===== src/rtl/pdg_pkg.sv =====
package pdg_pkg;

    typedef enum logic [2:0] {
        PC_ACT = 3'd0,
        PC_PRE = 3'd1,
        PC_REF = 3'd2,
        PC_MRS = 3'd3,
        PC_RD  = 3'd4,
        PC_RDA = 3'd5,
        PC_WR  = 3'd6,
        PC_WRA = 3'd7
    } pd_cmd_e;

    typedef enum logic [1:0] {
        BM_BL8 = 2'd0,
        BM_OTF = 2'd1,
        BM_BC4 = 2'd2,
        BM_RSV = 2'd3
    } burst_mode_e;

    // Exit timers kept as an indexed set
    localparam int EXIT_TIMERS = 2;
    localparam int EX_NODLL    = 0;
    localparam int EX_DLL      = 1;

    typedef struct packed {
        logic pde;
        logic pdx;
        logic nodll;
        logic dll;
        logic viol;
    } pd_status_t;

    // Clocks from a command until CKE may fall (at least 1)
    function automatic int unsigned pd_entry_delay(
        input pd_cmd_e     code,
        input burst_mode_e mode,
        input int unsigned rl,
        input int unsigned wl,
        input int unsigned twr_ck,
        input int unsigned wr,
        input int unsigned tmod
    );
        int unsigned span;
        int unsigned d;
        span = (mode == BM_BC4) ? 32'd2 : 32'd4;
        case (code)
            PC_RD, PC_RDA: d = rl + 32'd5;
            PC_WR:         d = wl + span + twr_ck;
            PC_WRA:        d = wl + span + wr + 32'd1;
            PC_MRS:        d = tmod;
            default:       d = 32'd1;
        endcase
        if (d == 32'd0) d = 32'd1;
        return d;
    endfunction

endpackage


===== src/rtl/pdg_down_timer.sv =====
module pdg_down_timer #(
    parameter int W = 8
) (
    input  logic         clk,
    input  logic         rst,
    input  logic         load,
    input  logic [W-1:0] span,
    output logic         expired
);
    // span is the full wait in clocks; the counter holds span-1 after a load
    logic [W-1:0] cnt;
    logic [W-1:0] start;

    always_comb begin
        start = (span == '0) ? '0 : span - 1'b1;
    end

    always_ff @(posedge clk) begin
        if (rst) begin
            cnt <= '0;
        end else if (load) begin
            cnt <= start;
        end else if (cnt != '0) begin
            cnt <= cnt - 1'b1;
        end
    end

    assign expired = (cnt == '0);
endmodule


===== src/rtl/pdg_entry_tracker.sv =====
module pdg_entry_tracker
    import pdg_pkg::*;
#(
    parameter int CNT_W = 6
) (
    input  logic             clk,
    input  logic             rst,
    input  logic             cmd_valid,
    input  logic [2:0]       cmd_code,
    input  logic [1:0]       burst_mode,
    input  logic [CNT_W-1:0] cfg_rl,
    input  logic [CNT_W-1:0] cfg_wl,
    input  logic [CNT_W-1:0] cfg_twr,
    input  logic [CNT_W-1:0] cfg_wr,
    input  logic [CNT_W-1:0] cfg_tmod,
    output logic             entry_clear
);
    localparam int DLY_W = CNT_W + 2;

    logic [DLY_W-1:0] remain;
    logic [DLY_W-1:0] remain_dec;
    logic [DLY_W-1:0] need;

    always_comb begin
        remain_dec = (remain == '0) ? '0 : remain - 1'b1;
        need = DLY_W'(pd_entry_delay(pd_cmd_e'(cmd_code), burst_mode_e'(burst_mode),
                                     int'(cfg_rl), int'(cfg_wl), int'(cfg_twr),
                                     int'(cfg_wr), int'(cfg_tmod))) - 1'b1;
    end

    // Keep whichever outstanding wait finishes last
    always_ff @(posedge clk) begin
        if (rst) begin
            remain <= '0;
        end else if (cmd_valid && (need > remain_dec)) begin
            remain <= need;
        end else begin
            remain <= remain_dec;
        end
    end

    assign entry_clear = (remain == '0);
endmodule


===== src/rtl/pdg_residency.sv =====
module pdg_residency #(
    parameter int RES_W = 20
) (
    input  logic             clk,
    input  logic             rst,
    input  logic             cke_in,
    input  logic [RES_W-1:0] cfg_pd_max,
    output logic             over_limit
);
    logic [RES_W-1:0] low_run;

    always_ff @(posedge clk) begin
        if (rst || cke_in) begin
            low_run <= '0;
        end else if (low_run != '1) begin
            low_run <= low_run + 1'b1;
        end
    end

    assign over_limit = (low_run > cfg_pd_max);
endmodule


===== src/rtl/pd_timing_guard.sv =====
module pd_timing_guard
    import pdg_pkg::*;
#(
    parameter int CNT_W = 6,
    parameter int RES_W = 20
) (
    input  logic             clk,
    input  logic             rst,
    input  logic             cmd_valid,
    input  logic [2:0]       cmd_code,
    input  logic [1:0]       burst_mode,
    input  logic [CNT_W-1:0] cfg_rl,
    input  logic [CNT_W-1:0] cfg_wl,
    input  logic [CNT_W-1:0] cfg_twr,
    input  logic [CNT_W-1:0] cfg_wr,
    input  logic [CNT_W-1:0] cfg_tmod,
    input  logic [CNT_W-1:0] cfg_tcke,
    input  logic [CNT_W-1:0] cfg_txp,
    input  logic [CNT_W-1:0] cfg_txpdll,
    input  logic [RES_W-1:0] cfg_pd_max,
    input  logic             cke_in,
    output logic             pde_allowed,
    output logic             pdx_allowed,
    output logic             cmd_allowed_nodll,
    output logic             cmd_allowed_dll,
    output logic             pd_residency_viol
);
    logic cke_q;
    logic cke_edge;
    logic cke_rise;
    logic entry_clear;
    logic hold_clear;
    logic over_limit;
    logic [EXIT_TIMERS-1:0]            exit_clear;
    logic [EXIT_TIMERS-1:0][CNT_W-1:0] exit_span;
    pd_status_t st;

    always_ff @(posedge clk) begin
        if (rst) cke_q <= 1'b1;
        else     cke_q <= cke_in;
    end

    assign cke_edge = cke_in ^ cke_q;
    assign cke_rise = cke_in & ~cke_q;

    pdg_entry_tracker #(.CNT_W(CNT_W)) u_entry (
        .clk        (clk),
        .rst        (rst),
        .cmd_valid  (cmd_valid),
        .cmd_code   (cmd_code),
        .burst_mode (burst_mode),
        .cfg_rl     (cfg_rl),
        .cfg_wl     (cfg_wl),
        .cfg_twr    (cfg_twr),
        .cfg_wr     (cfg_wr),
        .cfg_tmod   (cfg_tmod),
        .entry_clear(entry_clear)
    );

    pdg_down_timer #(.W(CNT_W)) u_hold (
        .clk    (clk),
        .rst    (rst),
        .load   (cke_edge),
        .span   (cfg_tcke),
        .expired(hold_clear)
    );

    assign exit_span[EX_NODLL] = cfg_txp;
    assign exit_span[EX_DLL]   = cfg_txpdll;

    for (genvar g = 0; g < EXIT_TIMERS; g++) begin : g_exit
        pdg_down_timer #(.W(CNT_W)) u_exit (
            .clk    (clk),
            .rst    (rst),
            .load   (cke_rise),
            .span   (exit_span[g]),
            .expired(exit_clear[g])
        );
    end

    pdg_residency #(.RES_W(RES_W)) u_res (
        .clk       (clk),
        .rst       (rst),
        .cke_in    (cke_in),
        .cfg_pd_max(cfg_pd_max),
        .over_limit(over_limit)
    );

    always_comb begin
        st.pde   = cke_q & hold_clear & entry_clear;
        st.pdx   = ~cke_q & hold_clear;
        st.nodll = cke_q & exit_clear[EX_NODLL];
        st.dll   = cke_q & exit_clear[EX_DLL];
        st.viol  = over_limit;
    end

    assign pde_allowed       = st.pde;
    assign pdx_allowed       = st.pdx;
    assign cmd_allowed_nodll = st.nodll;
    assign cmd_allowed_dll   = st.dll;
    assign pd_residency_viol = st.viol;
endmodule


===== config.mk =====
export PLATFORM = sky130hd
export DESIGN_NAME = pd_timing_guard
export DESIGN_NICKNAME = d
export VERILOG_FILES = /design/src/rtl/pdg_pkg.sv /design/src/rtl/pdg_down_timer.sv /design/src/rtl/pdg_entry_tracker.sv /design/src/rtl/pdg_residency.sv /design/src/rtl/pd_timing_guard.sv
export SDC_FILE = /design/constraint.sdc
export NUM_CORES = 1
export LEC_CHECK = 0
export BUFFER_PORTS_ARGS = -buffer_cell sky130_fd_sc_hd__buf_2
export CAP_MARGIN = 20
export CORE_UTILIZATION = 53
export DETAILED_ROUTE_END_ITERATION = 10
export MAX_ROUTING_LAYER = met4
export PLACE_DENSITY = 0.8
export SLEW_MARGIN = 20
export SYNTH_ARGS = -nofsm -noshare
export SYNTH_HDL_FRONTEND = slang
export SYNTH_SLANG_ARGS = --single-unit
export TNS_END_PERCENT = 20

===== constraint.sdc =====
create_clock -name clk -period 11.9 [get_ports clk]
set_clock_uncertainty 0.05 [all_clocks]
set_input_delay 2.38 -clock clk [delete_from_list [all_inputs] [get_ports clk]]
set_output_delay 2.38 -clock clk [all_outputs]
set_load 0.01 [all_outputs]

==> metrics <==
status=finished, final reports clean; Hold Path Stages=2; H-tree lvl count=2; Worst VDD drop=0.0784 mV; slowest stage delay, CP=0.37 ns; Final ANT Viol Nets=0; cts repair resizes=0; CTS tree=built; largest net degree at the start of global routing=29; share of cells above drive strength 1=0.177; HP Class=flip-flop to flip-flop; Slowest-stage cell, CP=mux2_4; Reg2Reg Depth=15; sequential share of the synthesized area=0.210; number of flops mapped to enable cells by yosys=0; final hold violation count=0; die area=8820 um2; vias in the first global route=4157; ant diodes=0; Post-synth ARST share=0; clk_lat worst skew=0.30 ns; Worst EP required=12.09 ns; Critical path buffers and inverters=2; Avg Inst Size Synth=7.57 um2; GRT overflow=0; CTS hold repair buffers=0; Slew Limit Fails=0; global-route wire length before repair=17500 um; synth warn=0; CP most frequent cell=ha_1; Layout area overhead=13.0%; critical path class=primary input to flip-flop; worst r2r dst=u_entry.remain[7]; Max Freq=144 MHz; routability cong.=0.945; DR vias/cell=5.59; endpoint type of the worst setup path=flip-flop; library cells used by synthesis=64; Reg-to-Reg Start=u_entry.remain[0]; CTS Buffer Depth=2; Placeable Area=8180 um2; DR WL/cell=13.1 um; port bufs=81; initial antenna violation count=0; setup TNS=0 ns; CP Launch Type=primary input; Max-slew headroom=0.513; Residual DRC=0; TritonRoute pass-1 iters=5; Final Cycle Share=0.585; Hold Startpoint=g_exit[1].u_exit.cnt[1]; count leader, synth=nor2_1; # setup viols final=0; Starting Density=0.547; Synth top area share=0.210; Mapped Cells=591; Seq cells post-synth=47; DRT iter0 DRCs=110; leak pwr=2.41 nW; Cell Area, Synth=4480 um2; die height=93.9 um; crit path cell chain=buf_2 > nand2b_1 > xor2_1 > ha_1 > a21oi_1 > xnor2_1 > ha_1 > and3_4 > or3_1 > a31oi_1 > o221ai_2 > and4b_1 > nand2_1 > o21ai_0 > inv_1 > ha_1 > nand4_1 > nor2_1 > o21a_1 > o211ai_1 > mux2_4 > mux2_4 > nor2_2; Chip Width=93.9 um; WHS Endpoint=g_exit[1].u_exit.cnt[1]; MaxCap Viol Count=0; Final nets=800; Inst Count DP=766; clk sinks=47; io pins=82; syn nets=723; top post-synthesis cells by area=dfxtp_1, ha_1, nor2_1; Max FO, Critical Path=15; slew of the pin with the lowest slew margin=0.725 ns; RSZ-0062 raised after global routing=no; Num CTS Buffers=5; post-CTS setup buffers=0; Most used DFF post-synth=dfxtp_1; total track usage=0.248; area leader, netlist=dfxtp_1; via count=4324; Detail Placement HPWL=8290 um; cell family with most CP delay=simple AND/OR/NAND/NOR gates; Post-Route WL=10100 um; Std-Cell Rows=33; Cell Pwr Density=150 nW/um2; synth cell count leaders=nor2_1, ha_1, dfxtp_1, inv_1, nand2_1; fin crit period=6.97 ns; r2r setup slk=8.46 ns; post-route insts no fill=773; Root Buffer=clkbuf_8; worst path arrival time=7.15 ns; Clock transition at path regs=0.09 ns
==> power by group <==
group,switching (W),internal (W),total [W]
sequential,0.0000276,0.000192,0.000220
clock,0.0000535,0.0000403,0.0000938
combinational,0.000244,0.000201,0.000445
==> area by class of cell <==
class | count | area (um2)
clock buffers | 5 | 68.8
clock inverters | 2 | 13.8
fillers | 745 | 3120
inverters | 47 | 176
multi-input cells | 486 | 3320
flip-flops and latches | 47 | 941
well taps | 105 | 131
repair buffers | 81 | 405
==> worst min-delay path: cells and delay by family, from the launching register on <==
family	cells	cell delay (ns)
AO/OA/AOI/OAI	1	0.06
buffers and inverters	1	0.07
flip-flops	1	0.32
==> state kept, by name, indices dropped and copies added (netlist names) <==
name,cells
u_res.low_run,20
g_exit.u_exit.cnt,12
u_entry.remain,8
u_hold.cnt,6
cke_q,1
==> layer usage <==
layer | global-route usage | share of wire | vias up
met4 | 0.0705 | 0.017 | 0
met5 | - | 0 | -
met3 | 0.0275 | 0.028 | 17
li1 | - | - | 2226
met2 | 0.465 | 0.52 | 83
met1 | 0.276 | 0.44 | 1998
==> cell usage in the layout, fill, tap and decap left out, types with 5 or more instances in the layout <==
cell      synthesis  routed
nor2_1           92      92
buf_2             1      81
ha_1             53      53
inv_1            47      47
dfxtp_1          47      47
nand2_1          45      45
a21oi_1          30      30
nor3_1           28      28
xor2_1           23      23
o21ai_0          23      23
xnor2_1          22      22
nand3_1          20      20
a21o_1           14      14
nand4_1          10      10
or3_1            10      10
nand2b_1          8       8
mux2i_1           8       8
a211oi_1          8       8
nor2b_1           7       7
or2_2             6       6
o22a_1            6       6
a211oi_2          6       6
nand3b_1          5       5
nor3b_1           5       5
clkbuf_8          0       5
==> worst max-delay path by stage <==
stage               cells after the start     startpoint                end  slack, ns
floorplan                              23  burst_mode[0]  u_entry.remain[5]       5.32
global placement                       23  burst_mode[0]  u_entry.remain[7]       4.92
detailed placement                     23  burst_mode[0]  u_entry.remain[7]       4.68
CTS                                    23  burst_mode[0]  u_entry.remain[7]       4.95
global route                           23  burst_mode[0]  u_entry.remain[7]       4.54
finish                                 23  burst_mode[0]  u_entry.remain[7]       4.93
==> metrics by stage <==
step	power [W]	hold WS [ns]	setup WS (ns)	instance area, um2	utilization
3_5_place_dp	0.000662	0.430	4.68	4960	0.607
5_1_grt	0.000829	0.474	4.54	5060	0.619
2_1_floorplan	0.000573	0.401	5.32	4480	-
6_report	0.000759	0.444	4.93	5060	0.619
4_1_cts	0.000760	0.443	4.95	5040	0.617
3_3_place_gp	0.000643	0.422	4.92	4960	0.607
==> kinds of logic (layout without fill, tap and decap cells) <==
family | count (synthesis) | after routing | share of synthesized area
xor+xnor | 45 | 45 | 0.0881
flops | 47 | 47 | 0.210
buf+inv | 58 | 135 | 0.0506
compound gates | 118 | 118 | 0.185
simple gates | 256 | 256 | 0.279
fa+ha+maj | 55 | 55 | 0.157
mux | 12 | 12 | 0.0296
Note: power is estimated with default switching activity, not from simulation.
